===== src/rtl/aer_fanout_pkg.sv =====
package aer_fanout_pkg;
    typedef enum logic [1:0] {
        ST_IDLE  = 2'd0,
        ST_FETCH = 2'd1,
        ST_EMIT  = 2'd2
    } fan_state_t;

    localparam int RND_W    = 16;
    localparam int DRAW_W   = 8;
    localparam logic [RND_W-1:0] RND_SEED = 16'hACE1;
    localparam logic [RND_W-1:0] RND_TAPS = 16'hB400;
endpackage


===== src/rtl/aer_ptr_table.sv =====
module aer_ptr_table #(
    parameter int PRE_W = 6,
    parameter int IDX_W = 6
) (
    input  logic             clk,
    input  logic             rst_n,
    input  logic             we,
    input  logic [PRE_W-1:0] waddr,
    input  logic [IDX_W-1:0] wstart,
    input  logic [IDX_W:0]   wcount,
    input  logic [PRE_W-1:0] raddr,
    output logic [IDX_W-1:0] rstart,
    output logic [IDX_W:0]   rcount
);
    localparam int DEPTH = 1 << PRE_W;

    logic [IDX_W-1:0] start_mem [DEPTH];
    logic [IDX_W:0]   count_mem [DEPTH];

    always_ff @(posedge clk or negedge rst_n) begin
        if (!rst_n) begin
            for (int i = 0; i < DEPTH; i++) begin
                start_mem[i] <= '0;
                count_mem[i] <= '0;
            end
        end else if (we) begin
            start_mem[waddr] <= wstart;
            count_mem[waddr] <= wcount;
        end
    end

    assign rstart = start_mem[raddr];
    assign rcount = count_mem[raddr];
endmodule


===== src/rtl/aer_entry_table.sv =====
module aer_entry_table #(
    parameter int IDX_W  = 6,
    parameter int POST_W = 10,
    parameter int N_W    = 4,
    parameter int P_W    = 8,
    parameter int Q_W    = 8
) (
    input  logic              clk,
    input  logic              rst_n,
    input  logic              we,
    input  logic [IDX_W-1:0]  waddr,
    input  logic [POST_W-1:0] wpost,
    input  logic [N_W-1:0]    wn,
    input  logic [P_W-1:0]    wp,
    input  logic [Q_W-1:0]    wq,
    input  logic [IDX_W-1:0]  ridx,
    output logic [POST_W-1:0] rpost,
    output logic [N_W-1:0]    rn,
    output logic [P_W-1:0]    rp,
    output logic [Q_W-1:0]    rq
);
    localparam int DEPTH = 1 << IDX_W;
    localparam int EW    = POST_W + N_W + P_W + Q_W;

    logic [EW-1:0] mem [DEPTH];

    always_ff @(posedge clk or negedge rst_n) begin
        if (!rst_n) begin
            for (int i = 0; i < DEPTH; i++) mem[i] <= '0;
        end else if (we) begin
            mem[waddr] <= {wpost, wn, wp, wq};
        end
    end

    assign {rpost, rn, rp, rq} = mem[ridx];
endmodule


===== src/rtl/aer_release_lfsr.sv =====
module aer_release_lfsr #(
    parameter int          W    = 16,
    parameter logic [W-1:0] SEED = 16'hACE1,
    parameter logic [W-1:0] TAPS = 16'hB400
) (
    input  logic         clk,
    input  logic         rst_n,
    input  logic         adv,
    output logic [W-1:0] state
);
    logic fb;
    assign fb = ^(state & TAPS);

    always_ff @(posedge clk or negedge rst_n) begin
        if (!rst_n)   state <= SEED;
        else if (adv) state <= {state[W-2:0], fb};
    end
endmodule


===== src/rtl/aer_fanout.sv =====
module aer_fanout
    import aer_fanout_pkg::*;
#(
    parameter int PRE_W  = 6,
    parameter int IDX_W  = 6,
    parameter int POST_W = 10,
    parameter int N_W    = 4,
    parameter int Q_W    = 8
) (
    input  logic              clk,
    input  logic              rst_n,
    input  logic              in_valid,
    output logic              in_ready,
    input  logic [PRE_W-1:0]  in_pre,
    output logic              out_valid,
    input  logic              out_ready,
    output logic [POST_W-1:0] out_post,
    output logic [Q_W-1:0]    out_q,
    input  logic              ptr_we,
    input  logic [PRE_W-1:0]  ptr_waddr,
    input  logic [IDX_W-1:0]  ptr_wstart,
    input  logic [IDX_W:0]    ptr_wcount,
    input  logic              ent_we,
    output logic              ent_wready,
    input  logic [IDX_W-1:0]  ent_waddr,
    input  logic [POST_W-1:0] ent_wpost,
    input  logic [N_W-1:0]    ent_wn,
    input  logic [DRAW_W-1:0] ent_wp,
    input  logic [Q_W-1:0]    ent_wq
);
    localparam int CNT_W = IDX_W + 1;
    localparam logic [CNT_W-1:0] ONE_LEFT = CNT_W'(1);
    localparam logic [N_W-1:0]   ONE_REP  = N_W'(1);
    localparam logic [DRAW_W-1:0] P_ALL   = '1;

    fan_state_t st, nxt;

    logic [IDX_W-1:0]  p_start;
    logic [CNT_W-1:0]  p_count;
    logic [POST_W-1:0] e_post;
    logic [N_W-1:0]    e_n;
    logic [DRAW_W-1:0] e_p;
    logic [Q_W-1:0]    e_q;

    logic [IDX_W-1:0]  idx;
    logic [CNT_W-1:0]  left;
    logic [IDX_W-1:0]  span_lo;
    logic [CNT_W-1:0]  span_hi;
    logic [N_W-1:0]    rep;
    logic [POST_W-1:0] cur_post;
    logic [DRAW_W-1:0] cur_p;
    logic [Q_W-1:0]    cur_q;

    logic [RND_W-1:0]  rnd_state;
    logic [DRAW_W-1:0] draw;
    logic              release_hit;
    logic              slot_done;
    logic              in_span;
    logic              ent_commit;

    aer_ptr_table #(.PRE_W(PRE_W), .IDX_W(IDX_W)) u_ptr (
        .clk(clk), .rst_n(rst_n),
        .we(ptr_we), .waddr(ptr_waddr), .wstart(ptr_wstart), .wcount(ptr_wcount),
        .raddr(in_pre), .rstart(p_start), .rcount(p_count)
    );

    aer_entry_table #(.IDX_W(IDX_W), .POST_W(POST_W), .N_W(N_W), .P_W(DRAW_W), .Q_W(Q_W)) u_ent (
        .clk(clk), .rst_n(rst_n),
        .we(ent_commit), .waddr(ent_waddr),
        .wpost(ent_wpost), .wn(ent_wn), .wp(ent_wp), .wq(ent_wq),
        .ridx(idx), .rpost(e_post), .rn(e_n), .rp(e_p), .rq(e_q)
    );

    aer_release_lfsr #(.W(RND_W), .SEED(RND_SEED), .TAPS(RND_TAPS)) u_rnd (
        .clk(clk), .rst_n(rst_n), .adv(slot_done), .state(rnd_state)
    );

    // Release decision for the current repeat slot
    assign draw        = rnd_state[RND_W-1 -: DRAW_W];
    assign release_hit = (cur_p == P_ALL) || (draw < cur_p);
    assign slot_done   = (st == ST_EMIT) && (!release_hit || out_ready);

    // Entry writes that hit the spike in flight are held off
    assign in_span    = ({1'b0, ent_waddr} >= {1'b0, span_lo}) && ({1'b0, ent_waddr} < span_hi);
    assign ent_commit = ent_we && ent_wready;

    // Next-state logic
    always_comb begin
        nxt = st;
        unique case (st)
            ST_IDLE: begin
                if (in_valid && (p_count != '0)) nxt = ST_FETCH;
            end
            ST_FETCH: begin
                if (e_n != '0)            nxt = ST_EMIT;
                else if (left == ONE_LEFT) nxt = ST_IDLE;
            end
            ST_EMIT: begin
                if (slot_done && rep == ONE_REP)
                    nxt = (left == ONE_LEFT) ? ST_IDLE : ST_FETCH;
            end
            default: nxt = ST_IDLE;
        endcase
    end

    // State register
    always_ff @(posedge clk or negedge rst_n) begin
        if (!rst_n) st <= ST_IDLE;
        else        st <= nxt;
    end

    // Walk counters and latched entry
    always_ff @(posedge clk or negedge rst_n) begin
        if (!rst_n) begin
            idx      <= '0;
            left     <= '0;
            span_lo  <= '0;
            span_hi  <= '0;
            rep      <= '0;
            cur_post <= '0;
            cur_p    <= '0;
            cur_q    <= '0;
        end else begin
            unique case (st)
                ST_IDLE: begin
                    if (in_valid && (p_count != '0)) begin
                        idx     <= p_start;
                        left    <= p_count;
                        span_lo <= p_start;
                        span_hi <= {1'b0, p_start} + p_count;
                    end
                end
                ST_FETCH: begin
                    if (e_n != '0) begin
                        rep      <= e_n;
                        cur_post <= e_post;
                        cur_p    <= e_p;
                        cur_q    <= e_q;
                    end else if (left != ONE_LEFT) begin
                        idx  <= idx + IDX_W'(1);
                        left <= left - ONE_LEFT;
                    end
                end
                ST_EMIT: begin
                    if (slot_done) begin
                        if (rep == ONE_REP) begin
                            if (left != ONE_LEFT) begin
                                idx  <= idx + IDX_W'(1);
                                left <= left - ONE_LEFT;
                            end
                        end else begin
                            rep <= rep - ONE_REP;
                        end
                    end
                end
                default: ;
            endcase
        end
    end

    // Outputs
    always_comb begin
        in_ready   = (st == ST_IDLE);
        out_valid  = (st == ST_EMIT) && release_hit;
        out_post   = cur_post;
        out_q      = cur_q;
        ent_wready = (st == ST_IDLE) || !in_span;
    end
endmodule


===== config.mk =====
export PLATFORM = sky130hd
export DESIGN_NAME = aer_fanout
export DESIGN_NICKNAME = d
export VERILOG_FILES = /design/src/rtl/aer_fanout_pkg.sv /design/src/rtl/aer_ptr_table.sv /design/src/rtl/aer_entry_table.sv /design/src/rtl/aer_release_lfsr.sv /design/src/rtl/aer_fanout.sv
export SDC_FILE = /design/constraint.sdc
export NUM_CORES = 2
export LEC_CHECK = 0
export BUFFER_PORTS_ARGS = -buffer_cell sky130_fd_sc_hd__buf_4
export CORE_MARGIN = 10
export CORE_UTILIZATION = 25
export DETAILED_ROUTE_END_ITERATION = 16
export GPL_TIMING_DRIVEN = 0
export PLACE_DENSITY = 0.39
export REMOVE_ABC_BUFFERS = 1
export SYNTH_ARGS = -nofsm -noshare
export SYNTH_HDL_FRONTEND = slang
export SYNTH_HIERARCHICAL = 1
export SYNTH_SLANG_ARGS = --single-unit

===== constraint.sdc =====
create_clock -name clk -period 3.71 [get_ports clk]
set_input_delay 0.742 -clock clk [delete_from_list [all_inputs] [get_ports clk]]
set_output_delay 0.742 -clock clk [all_outputs]
set_load 0.02 [all_outputs]

; Word level (Yosys, flattened, before mapping)
; Cells that the tools add are included.
[classes]
mux = 40
n_addsub = 4
n_eq_ne = 14
n_bitwise = 4
reduce_logical = 24
n_lt_le_gt_ge = 9
[op_table]
columns = operator, count
row1 = bitwise mux 1920 bit, 1
row2 = bitwise mux 448 bit, 1
row3 = bitwise mux 384 bit, 1
row4 = binary-select mux 30 bit (select 6 bit), 1
row5 = demux 30 bit (select 6 bit), 1
row6 = two-way mux 30 bit, 3
row7 = two-way mux 7 bit, 8
row8 = two-way mux 6 bit, 8
row9 = binary-select mux 7 bit (select 6 bit), 1
row10 = demux 7 bit (select 6 bit), 1
row11 = binary-select mux 6 bit (select 6 bit), 1
row12 = demux 6 bit (select 6 bit), 1
row13 = ">= comparator 7 bit, second input constant", 4
row14 = inverter 6 -> 7 bit, 4
row15 = one-hot mux 7 bit (3 select lines), 1
row16 = one-hot mux 6 bit (3 select lines), 1
row17 = parity 16 bit, 1
row18 = "< comparator 7 x 1 -> 1 bit, second input constant", 2
row19 = two-way mux 4 bit, 3
row20 = "equality test 8 bit, second input constant", 1
row21 = logical AND 1 bit, 8
row22 = < comparator 8 bit, 1
row23 = two-way mux 2 bit, 4
row24 = "!= test 2 bit, second input constant", 4
row25 = other kinds (27), 33
[totals]
ff_bits = 2826
out_inout_bits = 21

; Depth between registers and ports, before layout
[depth]
depth_word = 8
ltp_mapped = 18
depth_no_buf = 14

; Cells and area by module
; Netlist, hierarchy kept.
[by_module_without_submodules]
columns = mod, instances, area_each_um2, cells_per_inst
row1 = aer_entry_table, 1, 87243.7, 5539
row2 = aer_ptr_table, 1, 37946.4, 2435
row3 = aer_fanout, 1, 3609.7, 360
row4 = aer_release_lfsr, 1, 675.6, 38

; Least setup slack after synthesis
; OpenSTA, ideal clock, no wires.
[synth_path]
path_type = input port to flip-flop
start = input in_pre[1]
end = register span_hi[0]
stages = 12
t_arrival_ns = 3.905
slack_ns = -0.320
required_ns = 3.585
n_path_buf = 4
setup_ns = 0.125
cell_sequence = buf_2 -> buf_2 -> clkbuf_1 -> mux4_2 -> a211oi_1 -> nand2_1 -> a32o_1 -> or4_1 -> or4_1 -> nand3_1 -> buf_2 -> mux2_2
[synth_between]
elab_chain_cells = 7
word_cells_on_any_way = 11
cone_classes = add/sub: 1 / mux: 6 / bitwise: 1 / reduce/logical: 3
[synth_rtl]
columns = item, line
row1 = "start, declared", aer_fanout.sv:14  ; input logic [PRE_W-1:0] in_pre,
row2 = inverter 6 -> 7 bit (implied by the code), aer_ptr_table.sv:33  ; assign rcount = count_mem[raddr];
row3 = binary-select mux 7 bit (select 6 bit), aer_ptr_table.sv:33
row4 = two-way mux 7 bit (implied by the code) (2 in a row), aer_ptr_table.sv:33
row5 = named net p_count[4], aer_fanout.sv:39  ; logic [CNT_W-1:0] p_count;
row6 = nonzero test 7 bit, aer_fanout.sv:126  ; if (in_valid && (p_count != '0)) begin
row7 = logical AND 1 bit, aer_fanout.sv:126
row8 = AND reduction 2 bit (no source line), -
row9 = "end signal, assigned", aer_fanout.sv:130  ; span_hi <= {1'b0, p_start} + p_count;
row10 = "end, declared", aer_fanout.sv:48  ; logic [CNT_W-1:0] span_hi;
; The timed path passes the listed nets, and every way through them passes these cells. The select of a mux whose other input is x is not followed.
; A chain may end at the register's enable or synchronous reset.

; Worst setup path in the final report
[layout_path]
start = register idx[2]
end = register idx[1]
[layout_between]
elab_chain_cells = 7
[layout_rtl]
columns = item, line
row1 = "start, declared", aer_fanout.sv:45  ; logic [IDX_W-1:0] idx;
row2 = "start signal, assigned", aer_fanout.sv:127  ; idx <= p_start;
row3 = "start signal, assigned", aer_fanout.sv:140  ; idx <= idx + IDX_W'(1);
row4 = "start signal, assigned", aer_fanout.sv:148  ; idx <= idx + IDX_W'(1);
row5 = inverter 6 -> 7 bit (implied by the code), aer_entry_table.sv:35  ; assign {rpost, rn, rp, rq} = mem[ridx];
row6 = binary-select mux 30 bit (select 6 bit), aer_entry_table.sv:35
row7 = two-way mux 30 bit (implied by the code) (2 in a row), aer_entry_table.sv:35
row8 = named net e_n[0], aer_fanout.sv:41  ; logic [N_W-1:0] e_n;
row9 = nonzero test 4 bit, aer_fanout.sv:134  ; if (e_n != '0) begin
row10 = != test 2 bit (no source line), -
row11 = AND reduction 5 bit (no source line), -
; The timed path passes the listed nets, and every way through them passes these cells. The select of a mux whose other input is x is not followed.

==> flow_summary.toml <==
[status]
outcome = "finished, violations left"
violations = "negative hold slack, max-capacitance violations, max-slew violations, negative setup slack"

[clock_tree]
numCtsBuffers = 337
clk_latency_ns = 0.97
htreeDepth = 5
clk_path_buf_depth = 4
cts_root_buf = "clkbuf_16"
cts_tree = "done"
clk_pin_slew_ns = 0.06
cts.sink_count = 2826

[floorplan]
die_h_um = 739.7
pin_count = 88
die_w_um = 739.7
start_util = 0.2506
coreArea_mm2 = 0.5166
rows = 264
die_area_mm2 = 0.5471

[global_route]
antenna_found_initial = 31
grt_pass1_wl_um = 620100
grt_max_degree = 179
grt_pass1_vias = 81970
grt_overflow_total = 0
grt.total_usage = 0.1537

[sta]
setup_ws_ns = -0.4249
finalSetupTns_ns = -9.020
holdWs_ns = -0.2564
finClkSkew_ns = 0.08493
finalCriticalPeriod_ns = 4.135
setup_viol = 31
finalHoldViolCount = 154
rsz0062_at_grt = "yes"
fmax_ghz = 0.2418
finalCritPeriodShare = 1.115
slew_headroom = -0.02360
tightest_slew_ns = 1.524
finalMaxSlewViolations = 5

[yosys]
syn_avg_cell_area_um2 = 15.47
syn-cell-area_mm2 = 0.1295
yosys_most_used_dff = "dfrtp_1"
synth-edff-count = 0
ys_async_sr_fraction = 1.000
ys_seq_area_frac = 0.5463
ys_ff_latch = 2826
synth_cells = 8372
yosysUniqueCellTypes = 80
yosysWarnings = 6

[power_and_ir_drop]
powerDensity_mw_per_mm2 = 682.9
peakVddDrop_mv = 0.4153
p_leak_uw = 0.06903

[routing]
wl_per_cell_um = 27.99
drtPass1Iterations = 5
drc = 0
vias = 74480
drt-initial-drc-count = 4775
wirelength_um = 434800
ant_nets = 0
via_per_inst = 4.794

[worst_setup_path]
cp.buffers_inverters = 6
setup.worst_path.class = "reg2reg"
arrival_ns = 4.92
cp.required_ns = 4.50
critical_path.max_fanout = 28
critical-path-top-delay-family = "buffers and inverters"
start_kind = "flip-flop"
crit_slowest_cell = "dfrtp_4"
crit_chain = "buf_16, inv_12, buf_16, nand2b_2, buf_12, o22ai_4, o31ai_4, o41ai_4, buf_8, nand2b_4, a2111o_1, nor2_4, buf_6, mux2i_1, nand3_1"
cpMostUsedCell = "buf_16"
cpPeakStageDelay_ns = 0.50
crit_path_end_kind = "flip-flop"

[placed_design]
io_buffers = 87
gp_congestion = 0.7109
place_area_mm2 = 0.1391
dp_worst_setup_slack_ns = -3.100
dp_hpwl_um = 250700

[final_layout]
ff_latch_area_mm2 = 0.07075
multiInputGateArea_mm2 = 0.05608
fillCellCount = 51090
drive_gt1_frac = 0.5497
area_growth_pct = 18.92
layout.nets = 8432
finish.instance_area_mm2 = 0.1540

[worst_hold_path]
min_path_type = "in2async"

[run]
cap_violations = 1
==> worst paths after layout <==
path,cells after the start,slack (ns),startpoint,end
hold / removal,1,-0.26,rst_n,u_ent/mem[1831]
setup / recovery,15,-0.42,idx[2],idx[1]
max in group asynchronous,6,0.58,rst_n,u_ptr/start_mem[188]
setup reg to reg,15,-0.42,idx[2],idx[1]
hold reg to reg,2,0.48,span_hi[2],span_hi[2]
min in group clk,4,0.24,out_ready,rep[2]
==> synthesized netlist by cell type, drive strengths merged (5+ instances only) <==
| library cell | n | area, um^2 |
|---|---|---|
| dfrtp | 2818 | 70520 |
| nor3b | 6 | 50.05 |
| o31ai | 36 | 270.3 |
| o41ai | 9 | 97.60 |
| or3b | 7 | 61.31 |
| nand3b | 9 | 67.56 |
| nor2 | 173 | 656.9 |
| or2 | 5 | 31.28 |
| a22oi | 23 | 172.7 |
| a211oi | 46 | 345.3 |
| clkbuf | 389 | 1464 |
| o221ai | 18 | 157.7 |
| buf | 445 | 2552 |
| ha | 33 | 412.9 |
| dfstp | 8 | 210.2 |
| nor3 | 12 | 65.06 |
| nand3 | 30 | 150.1 |
| nor2b | 20 | 125.1 |
| mux2 | 2854 | 32170 |
| and2 | 8 | 50.05 |
| o21ai | 68 | 340.3 |
| mux4 | 684 | 15520 |
| nand2 | 249 | 934.7 |
| a2111oi | 17 | 202.7 |
| or3 | 12 | 75.07 |
| nand2b | 19 | 118.9 |
| inv | 34 | 127.6 |
| a31oi | 12 | 75.07 |
| o22ai | 138 | 863.3 |
| nor4 | 6 | 43.79 |
| nand4 | 9 | 56.30 |
| and3 | 6 | 37.54 |
| a32o | 13 | 130.1 |
| mux2i | 69 | 690.7 |
| xnor2 | 5 | 43.79 |
| a21oi | 33 | 165.2 |
==> sequential cells by signal (all words and copies together), names as in the netlist, 7 cells and up <==
register,flops
u_ptr/count_mem,448
cur_p,8
span_hi,7
out_q,8
u_rnd/state,16
left,7
out_post,10
u_ent/mem,1920
u_ptr/start_mem,384
==> cell usage in the layout (no fill, tap or decap), types with 10 or more instances in the layout <==
cell / synthesis / layout
dfrtp_1: 2818 / 2810
mux2_2: 2839 / 2837
a22oi_1: 23 / 23
nand3_1: 30 / 24
buf_16: 0 / 73
clkbuf_8: 0 / 92
a21oi_1: 33 / 31
buf_6: 23 / 17
o21ai_0: 51 / 47
mux2i_2: 0 / 10
mux4_2: 653 / 655
nor2_1: 172 / 97
nand2b_1: 19 / 11
nand2_1: 249 / 225
ha_1: 33 / 30
o31ai_1: 36 / 23
mux2_4: 8 / 10
nor2_4: 1 / 52
o21ai_1: 17 / 20
nor3_1: 11 / 10
diode_2: 0 / 23
clkinv_2: 0 / 51
nor2_2: 0 / 25
nand2_2: 0 / 10
clkbuf_16: 0 / 355
inv_1: 33 / 32
buf_4: 59 / 188
a31oi_1: 12 / 11
buf_12: 8 / 109
mux2i_1: 69 / 59
nor2b_1: 20 / 15
clkbuf_1: 388 / 92
inv_6: 0 / 14
a211oi_1: 46 / 42
buf_8: 2 / 16
bufbuf_16: 0 / 33
nand2_4: 0 / 15
a2111oi_2: 7 / 10
o22ai_1: 138 / 127
mux4_1: 31 / 29
==> stage by stage <==
stage / utilization / total power, uW / cells / hold slack, ns
2_1_floorplan: - / 54610 / 7537 / 0.4464
5_1_grt: 0.2979 / 110300 / 15520 / -0.2155
6_report: 0.2980 / 105200 / 15540 / -0.2564
4_1_cts: 0.2965 / 106400 / 15470 / -0.2394
3_5_place_dp: 0.2692 / 69230 / 14710 / 0.4792
3_3_place_gp: 0.2608 / 60940 / 14540 / 0.4694
==> metal layers <==
metal,track usage,share of wire
met5,0,0.00020
met1,0.2030,0.44
met2,0.2604,0.49
met4,0.04391,0.032
met3,0.02421,0.044
==> area by class of cell <==
type | instances | area share
inverter | 34 | 0.0009101
antenna | 23 | 0.0003738
sequential | 2826 | 0.4595
multi-input combinational | 4686 | 0.3642
tap | 6916 | 0.05620
clock buffer | 529 | 0.06654
timing repair buffer | 446 | 0.04779
clock inverter | 78 | 0.004469
==> timing repair <==
item,in CTS,in global routing
pin swaps,44,20
resized for setup,146,49
cloned,43,10
buffers inserted,116,32
setup endpoints to repair,2321,985
endpoints found under the hold margin,160,154
==> report_power, final <==
group,total (uW),leakage [uW],internal (uW),switching [uW]
Combinational,32000,0.0259,15700,16300
Clock,33100,0.00543,19400,13600
Sequential,40100,0.0377,36900,3190
Total,105000,0.0690,72000,33100
==> cell families (layout without fill, tap and decap cells) <==
| family | Yosys count | count (layout) | synth area share |
|---|---|---|---|
| adders and majority gates | 34 | 34 | 0.003344 |
| muxes | 3607 | 3607 | 0.3737 |
| DFF | 2826 | 2826 | 0.5463 |
| AOI/OAI and AO/OA | 442 | 442 | 0.02364 |
| buffers and inverters | 869 | 1087 | 0.03207 |
| other | 0 | 23 | 0 |
| xor gates and xnor gates | 8 | 8 | 0.0005412 |
| and+or+nand+nor | 586 | 595 | 0.02048 |
(Power assumes the default switching activity.)
